===== config.mk =====
export PLATFORM = sky130hd
export DESIGN_NAME = flash_wp_gate
export DESIGN_NICKNAME = d
export VERILOG_FILES = /design/src/rtl/wp_pkg.sv /design/src/rtl/wp_holdoff.sv /design/src/rtl/wp_decide.sv /design/src/rtl/wp_state.sv /design/src/rtl/flash_wp_gate.sv
export SDC_FILE = /design/constraint.sdc
export NUM_CORES = 1
export LEC_CHECK = 0
export BUFFER_PORTS_ARGS = -buffer_cell sky130_fd_sc_hd__buf_2
export CAP_MARGIN = 20
export CORE_ASPECT_RATIO = 1.2
export CORE_UTILIZATION = 45
export CTS_BUF_LIST = sky130_fd_sc_hd__clkbuf_16
export DETAILED_ROUTE_END_ITERATION = 8
export GPL_TIMING_DRIVEN = 0
export PLACE_DENSITY = 0.75
export SLEW_MARGIN = 20
export SYNTH_ARGS = -nofsm -noshare
export SYNTH_HDL_FRONTEND = slang
export SYNTH_SLANG_ARGS = --single-unit

===== constraint.sdc =====
create_clock -name clk -period 1.95 [get_ports clk]
set_clock_uncertainty 0.2 [all_clocks]
set_input_delay 0.2925 -clock clk [delete_from_list [all_inputs] [get_ports clk]]
set_output_delay 0.2925 -clock clk [all_outputs]
set_load 0.02 [all_outputs]

===== src/rtl/wp_pkg.sv =====
package wp_pkg;

  typedef enum logic [3:0] {
    CLS_READ  = 4'd0,
    CLS_WREN  = 4'd1,
    CLS_WRDI  = 4'd2,
    CLS_PROG  = 4'd3,
    CLS_SECT  = 4'd4,
    CLS_BLK   = 4'd5,
    CLS_CHIP  = 4'd6,
    CLS_WRSR  = 4'd7,
    CLS_SLEEP = 4'd8,
    CLS_WAKE  = 4'd9
  } cmd_class_e;

  typedef enum logic [1:0] {
    PEND_NONE = 2'd0,
    PEND_SET  = 2'd1,
    PEND_CLR  = 2'd2
  } pend_e;

  // strobes from the decision logic to the state datapath
  typedef struct packed {
    logic accept;
    logic reject;
    logic welArmSet;
    logic welArmClr;
    logic welKill;
    logic pdArmEnter;
    logic pdArmExit;
  } gate_strobe_t;

  // classes blocked during the power-up hold-off
  function automatic logic isHeldOff(input logic [3:0] cls);
    return (cls == CLS_WREN) || (cls == CLS_PROG) || (cls == CLS_SECT) ||
           (cls == CLS_BLK)  || (cls == CLS_CHIP) || (cls == CLS_WRSR);
  endfunction

  // classes that need the write-enable latch
  function automatic logic needsWel(input logic [3:0] cls);
    return (cls == CLS_PROG) || (cls == CLS_SECT) || (cls == CLS_BLK) ||
           (cls == CLS_CHIP) || (cls == CLS_WRSR);
  endfunction

  // classes that touch the array and honour block protection
  function automatic logic touchesArray(input logic [3:0] cls);
    return (cls == CLS_PROG) || (cls == CLS_SECT) || (cls == CLS_BLK) ||
           (cls == CLS_CHIP);
  endfunction

endpackage


===== src/rtl/wp_holdoff.sv =====
module wp_holdoff #(
  parameter int HOLD_CYCLES = 8,
  localparam int CntW = $clog2(HOLD_CYCLES + 1)
) (
  input  logic clk,
  input  logic pwrGood,
  output logic holdDone
);

  localparam logic [CntW-1:0] HoldLimit = CntW'(HOLD_CYCLES);

  logic [CntW-1:0] holdCnt;

  always_ff @(posedge clk or negedge pwrGood) begin
    if (!pwrGood) begin
      holdCnt <= '0;
    end else if (holdCnt != HoldLimit) begin
      holdCnt <= holdCnt + 1'b1;
    end
  end

  assign holdDone = (holdCnt == HoldLimit);


  hold_cnt_range_chk: assert property (@(posedge clk) disable iff (!pwrGood)
    holdCnt <= HoldLimit);


  hold_sticky_chk: assert property (@(posedge clk) disable iff (!pwrGood)
    holdDone |=> holdDone);

endmodule


===== src/rtl/wp_decide.sv =====
module wp_decide
  import wp_pkg::*;
(
  input  logic         cmdValid,
  input  logic [3:0]   cmdClass,
  input  logic         holdDone,
  input  logic         welState,
  input  logic         pwrDown,
  input  logic [1:0]   srpBits,
  input  logic         areaLocked,
  input  logic         wpLevel,
  output gate_strobe_t strb
);

  logic srpAllows;

  always_comb begin
    unique case (srpBits)
      2'b00:   srpAllows = 1'b1;
      2'b01:   srpAllows = wpLevel;
      default: srpAllows = 1'b0;
    endcase
  end

  always_comb begin
    strb = '0;
    if (cmdValid) begin
      if (pwrDown) begin
        if (cmdClass == CLS_WAKE) begin
          strb.accept    = 1'b1;
          strb.pdArmExit = 1'b1;
        end else begin
          strb.reject = 1'b1;
        end
      end else if (isHeldOff(cmdClass) && !holdDone) begin
        strb.reject = 1'b1;
      end else if (needsWel(cmdClass) && !welState) begin
        strb.reject = 1'b1;
      end else if (touchesArray(cmdClass) && areaLocked) begin
        strb.reject  = 1'b1;
        strb.welKill = 1'b1;
      end else if ((cmdClass == CLS_WRSR) && !srpAllows) begin
        strb.reject = 1'b1;
      end else begin
        strb.accept = 1'b1;
        case (cmdClass)
          CLS_WREN:  strb.welArmSet  = 1'b1;
          CLS_WRDI:  strb.welArmClr  = 1'b1;
          CLS_SLEEP: strb.pdArmEnter = 1'b1;
          CLS_WAKE:  strb.pdArmExit  = 1'b1;
          default:   ;
        endcase
      end
    end
  end

endmodule


===== src/rtl/wp_state.sv =====
module wp_state
  import wp_pkg::*;
(
  input  logic         clk,
  input  logic         pwrGood,
  input  gate_strobe_t strb,
  input  logic         csRise,
  input  logic         opDone,
  output logic         cmdAccept,
  output logic         cmdReject,
  output logic         welState,
  output logic         pwrDown
);

  pend_e welPend, pdPend;
  pend_e welEff, pdEff;

  always_comb begin
    if (strb.welArmSet)      welEff = PEND_SET;
    else if (strb.welArmClr) welEff = PEND_CLR;
    else                     welEff = welPend;
    if (strb.pdArmEnter)     pdEff = PEND_SET;
    else if (strb.pdArmExit) pdEff = PEND_CLR;
    else                     pdEff = pdPend;
  end

  always_ff @(posedge clk or negedge pwrGood) begin
    if (!pwrGood) begin
      cmdAccept <= 1'b0;
      cmdReject <= 1'b0;
      welState  <= 1'b0;
      pwrDown   <= 1'b0;
      welPend   <= PEND_NONE;
      pdPend    <= PEND_NONE;
    end else begin
      cmdAccept <= strb.accept;
      cmdReject <= strb.reject;
      welPend   <= csRise ? PEND_NONE : welEff;
      pdPend    <= csRise ? PEND_NONE : pdEff;
      if (opDone || strb.welKill) begin
        welState <= 1'b0;
      end else if (csRise && (welEff == PEND_SET)) begin
        welState <= 1'b1;
      end else if (csRise && (welEff == PEND_CLR)) begin
        welState <= 1'b0;
      end
      if (csRise && (pdEff == PEND_SET)) begin
        pwrDown <= 1'b1;
      end else if (csRise && (pdEff == PEND_CLR)) begin
        pwrDown <= 1'b0;
      end
    end
  end


  single_verdict_chk: assert property (@(posedge clk) disable iff (!pwrGood)
    !(cmdAccept && cmdReject));


  op_done_clears_wel_chk: assert property (@(posedge clk) disable iff (!pwrGood)
    opDone |=> !welState);


  wel_rise_on_cs_chk: assert property (@(posedge clk) disable iff (!pwrGood)
    $rose(welState) |-> $past(csRise));


  sleep_moves_on_cs_chk: assert property (@(posedge clk) disable iff (!pwrGood)
    !$stable(pwrDown) |-> $past(csRise));

endmodule


===== src/rtl/flash_wp_gate.sv =====
module flash_wp_gate
  import wp_pkg::*;
#(
  parameter int HOLD_CYCLES = 8
) (
  input  logic       clk,
  input  logic       pwrGood,
  input  logic       cmdValid,
  input  logic [3:0] cmdClass,
  input  logic       csRise,
  input  logic       opDone,
  input  logic [1:0] srpBits,
  input  logic       areaLocked,
  input  logic       wpLevel,
  output logic       cmdAccept,
  output logic       cmdReject,
  output logic       welState,
  output logic       pwrDown
);

  logic         holdDone;
  gate_strobe_t strb;

  wp_holdoff #(.HOLD_CYCLES(HOLD_CYCLES)) uHold (
    .clk      (clk),
    .pwrGood  (pwrGood),
    .holdDone (holdDone)
  );

  wp_decide uDecide (
    .cmdValid   (cmdValid),
    .cmdClass   (cmdClass),
    .holdDone   (holdDone),
    .welState   (welState),
    .pwrDown    (pwrDown),
    .srpBits    (srpBits),
    .areaLocked (areaLocked),
    .wpLevel    (wpLevel),
    .strb       (strb)
  );

  wp_state uState (
    .clk       (clk),
    .pwrGood   (pwrGood),
    .strb      (strb),
    .csRise    (csRise),
    .opDone    (opDone),
    .cmdAccept (cmdAccept),
    .cmdReject (cmdReject),
    .welState  (welState),
    .pwrDown   (pwrDown)
  );


  always @(posedge clk) begin
    if (!pwrGood) begin
      power_off_quiet_chk: assert (!cmdAccept && !cmdReject && !welState && !pwrDown);
    end
  end


  one_verdict_per_cmd_chk: assert property (@(posedge clk) disable iff (!pwrGood)
    cmdValid |=> (cmdAccept ^ cmdReject));


  holdoff_rejects_chk: assert property (@(posedge clk) disable iff (!pwrGood)
    (cmdValid && !pwrDown && !holdDone && isHeldOff(cmdClass)) |=> cmdReject);


  no_wel_rejects_chk: assert property (@(posedge clk) disable iff (!pwrGood)
    (cmdValid && !pwrDown && !welState && needsWel(cmdClass)) |=> cmdReject);


  sleep_filter_chk: assert property (@(posedge clk) disable iff (!pwrGood)
    (cmdValid && pwrDown && (cmdClass != CLS_WAKE)) |=> cmdReject);

endmodule


==> flow_summary.toml <==
[run_status]
status = "complete, no violations"

[synth]
ys_async_sr_fraction_pct = 100
yosys_warnings = 0
seq_area_frac_synth_pct = 41.6
avgSynthCellArea_um2 = 9.63
ys_ff_latch = 12
synth_nets = 90
synth_edf_count = 0
synth_cell_types = 36
netlist_instances = 75
synth.cell_area_um2 = 722
ys.flop_type = "dfrtp_1"

[final_layout]
final_cell_mix = "buf_2, dfrtp_1, nor2_1, inv_1, a21oi_1"
fin_area_um2 = 920
insertedDiodeCount = 0
layout_commonest_cell = "buf_2"
area_growth_pct = 27.4
drive_gt1_share_pct = 28.0
finalNetCount = 110

[setup_path]
slowest_delay_ns = 0.40
endpoint_kind = "flip-flop"
crit_type = "flip-flop to flip-flop"
crit_fanout = 4
cp_slowest_cell = "dfrtp_1"
cp.arrival_ns = 1.86
worstPathCellList = "inv_1 > ha_1 > and3b_2 > nor3_4 > nor3_1 > a22oi_1 > and2_1"
timing.reg2reg.setup_slack_ns = 0.06
cp-start-kind = "flip-flop"
path_buf_inv = 1
critPathRequiredTime_ns = 1.92
cp_top_family = "simple AND/OR/NAND/NOR gates"

[global_routing]
overflow = 0
antenna_found_initial = 0
grt_usage_pct = 18.1
grt_pass1_wl_um = 2210
grt_max_degree = 13
grt_pass1_vias = 548

[timing]
fin_crit_sh_pct = 96.9
finalSetupViolCount = 0
setup_ws_ns = 0.0610
min_period_ns = 1.89
slew_viol_final = 0
fin_tns_setup_ns = 0
clock.fmax_mhz = 529
hold_viol = 0
max_slew_margin_pct = 65.7
worstMarginPinSlew_ns = 0.511
whs_ns = 0.0830

[detailed_routing]
top_layer = "met4"
detail-route-antenna-nets = 0
avgRoutedWirePerCell_um = 12.6
routed-wl-met2_um = 695
num_vias = 616
wl_met3_um = 61
m1WireLength_um = 595
drt_iter0_markers = 8
wirelength_um = 1380
drc = 0
first_pass_iters = 4
viasPerCell = 5.60

[clock_network]
post_cts_buffers = 0
clkTransAtPathRegs_ns = 0.04
clockBufferDepth = 2
cts.sinks = 12
cts-root-buf = "clkbuf_16"
clock_latency_ns = 0.23
h-tree-depth = 1
cts_buffers = 3
cts_tree = "yes"

[power_and_ir_drop]
irDropWorstVdd_uv = 419
internal-power_mw = 0.567
p_sw_mw = 0.148
combPwrFrac_pct = 13.9
power_density_nw_per_um2 = 778
pwr-share-seq_pct = 36.9
power_leakage_nw = 0.423
power.total_mw = 0.715
power.share.clock_pct = 49.2
sw_frac_of_total_pct = 20.7

[die]
io_pins = 17
start_util_pct = 49.3
die_h_um = 45.9
core-area_um2 = 1460
die_w_um = 38.6
rows = 15
die-area_um2 = 1770

[place]
place_hpwl_um = 1060
place_area_um2 = 813
port_buffers = 14
gp_congestion = 0.777
dp_slack_ns = -0.00272

[min_path]
hold_class = "primary input to flip-flop"

[flow_run]
maxCapViolations = 0
cells in the mapped netlist (all sizes together) (2+ instances only):
cell	count	area (um2)
nand2	3	11.3
xnor2	2	17.5
nor3	3	15.0
nor4b	2	23.8
nand3b	2	15.0
dfrtp	12	300
and3b	2	17.5
buf	2	16.3
inv	6	22.5
nor2	8	30.0
a31oi	2	12.5
o21ai	2	10.0
nand2b	2	12.5
ha	2	25.0
a21oi	5	25.0
o22ai	2	12.5
final cells by class:
type	instances	area [um2]
Clock buffer	3	75.1
Inverter	6	22.5
Sequential cell	12	300
Fill cell	137	544
Buffer	3	20.0
Multi-Input combinational cell	54	400
Timing Repair Buffer	15	80.1
Tap cell	17	21.3
repair_timing:
item / in CTS / in global routing
pin swaps: 0 / 1
resized for setup: 1 / 3
hold endpoints to repair: 12 / 0
cloned: 0 / 0
endpoints found under the setup margin: 1 / 1
hold buffers: 1 / 0
path summary, 6_finish.rpt:
kind / start / endpoint / depth (start not counted)
setup / recovery: uHold.holdCnt[0] / uState.cmdReject / 7
min in group asynchronous: pwrGood / uHold.holdCnt[2] / 2
hold reg to reg: uHold.holdCnt[3] / uHold.holdCnt[3] / 1
setup reg to reg: uHold.holdCnt[0] / uState.cmdReject / 7
hold / removal: opDone / uState.welState / 3
max in group asynchronous: pwrGood / uState.pdPend[0] / 2
power groups by stage:
stage | Clock [mW] | Sequential [mW] | Combinational, mW
finish | 0.352 | 0.264 | 0.0993
global route | 0.375 | 0.265 | 0.109
CTS | 0.359 | 0.264 | 0.0978
detailed placement | 0 | 0.267 | 0.0947
global placement | 0 | 0.267 | 0.0918
floorplan | 0 | 0.277 | 0.0487
worst reg2reg max path, stage by stage (launching register included):
cell     delay [ns]
dfrtp_1        0.40
inv_1          0.06
ha_1           0.21
and3b_2        0.25
nor3_4         0.25
nor3_1         0.09
a22oi_1        0.22
and2_1         0.15
registers in the layout (all words and copies together) (netlist names):
name	cells
uState.cmdAccept	1
uState.cmdReject	1
uState.pdPend	2
uState.welPend	2
uState.pwrDown	1
uState.welState	1
uHold.holdCnt	4
cell families after synthesis:
family,synth area share (%)
flops,41.6
xor+xnor,2.43
fa+ha+maj,4.85
mux,2.95
buf+inv,5.89
compound gates,13.9
simple gates,28.4
layer usage:
metal	track usage, %	vias to the layer above
met5	0	-
met1	21.4	290
met2	30.3	22
met3	1.47	4
li1	-	300
met4	12.4	0
per-stage QoR:
| stage | util, % | std cells |
|---|---|---|
| after detailed placement | 55.6 | 106 |
| after global placement | 55.6 | 106 |
| after global routing | 62.8 | 110 |
| after floorplan | - | 75 |
| final | 62.8 | 110 |
| after CTS | 61.7 | 110 |
Note: power is estimated with default switching activity, not from simulation.
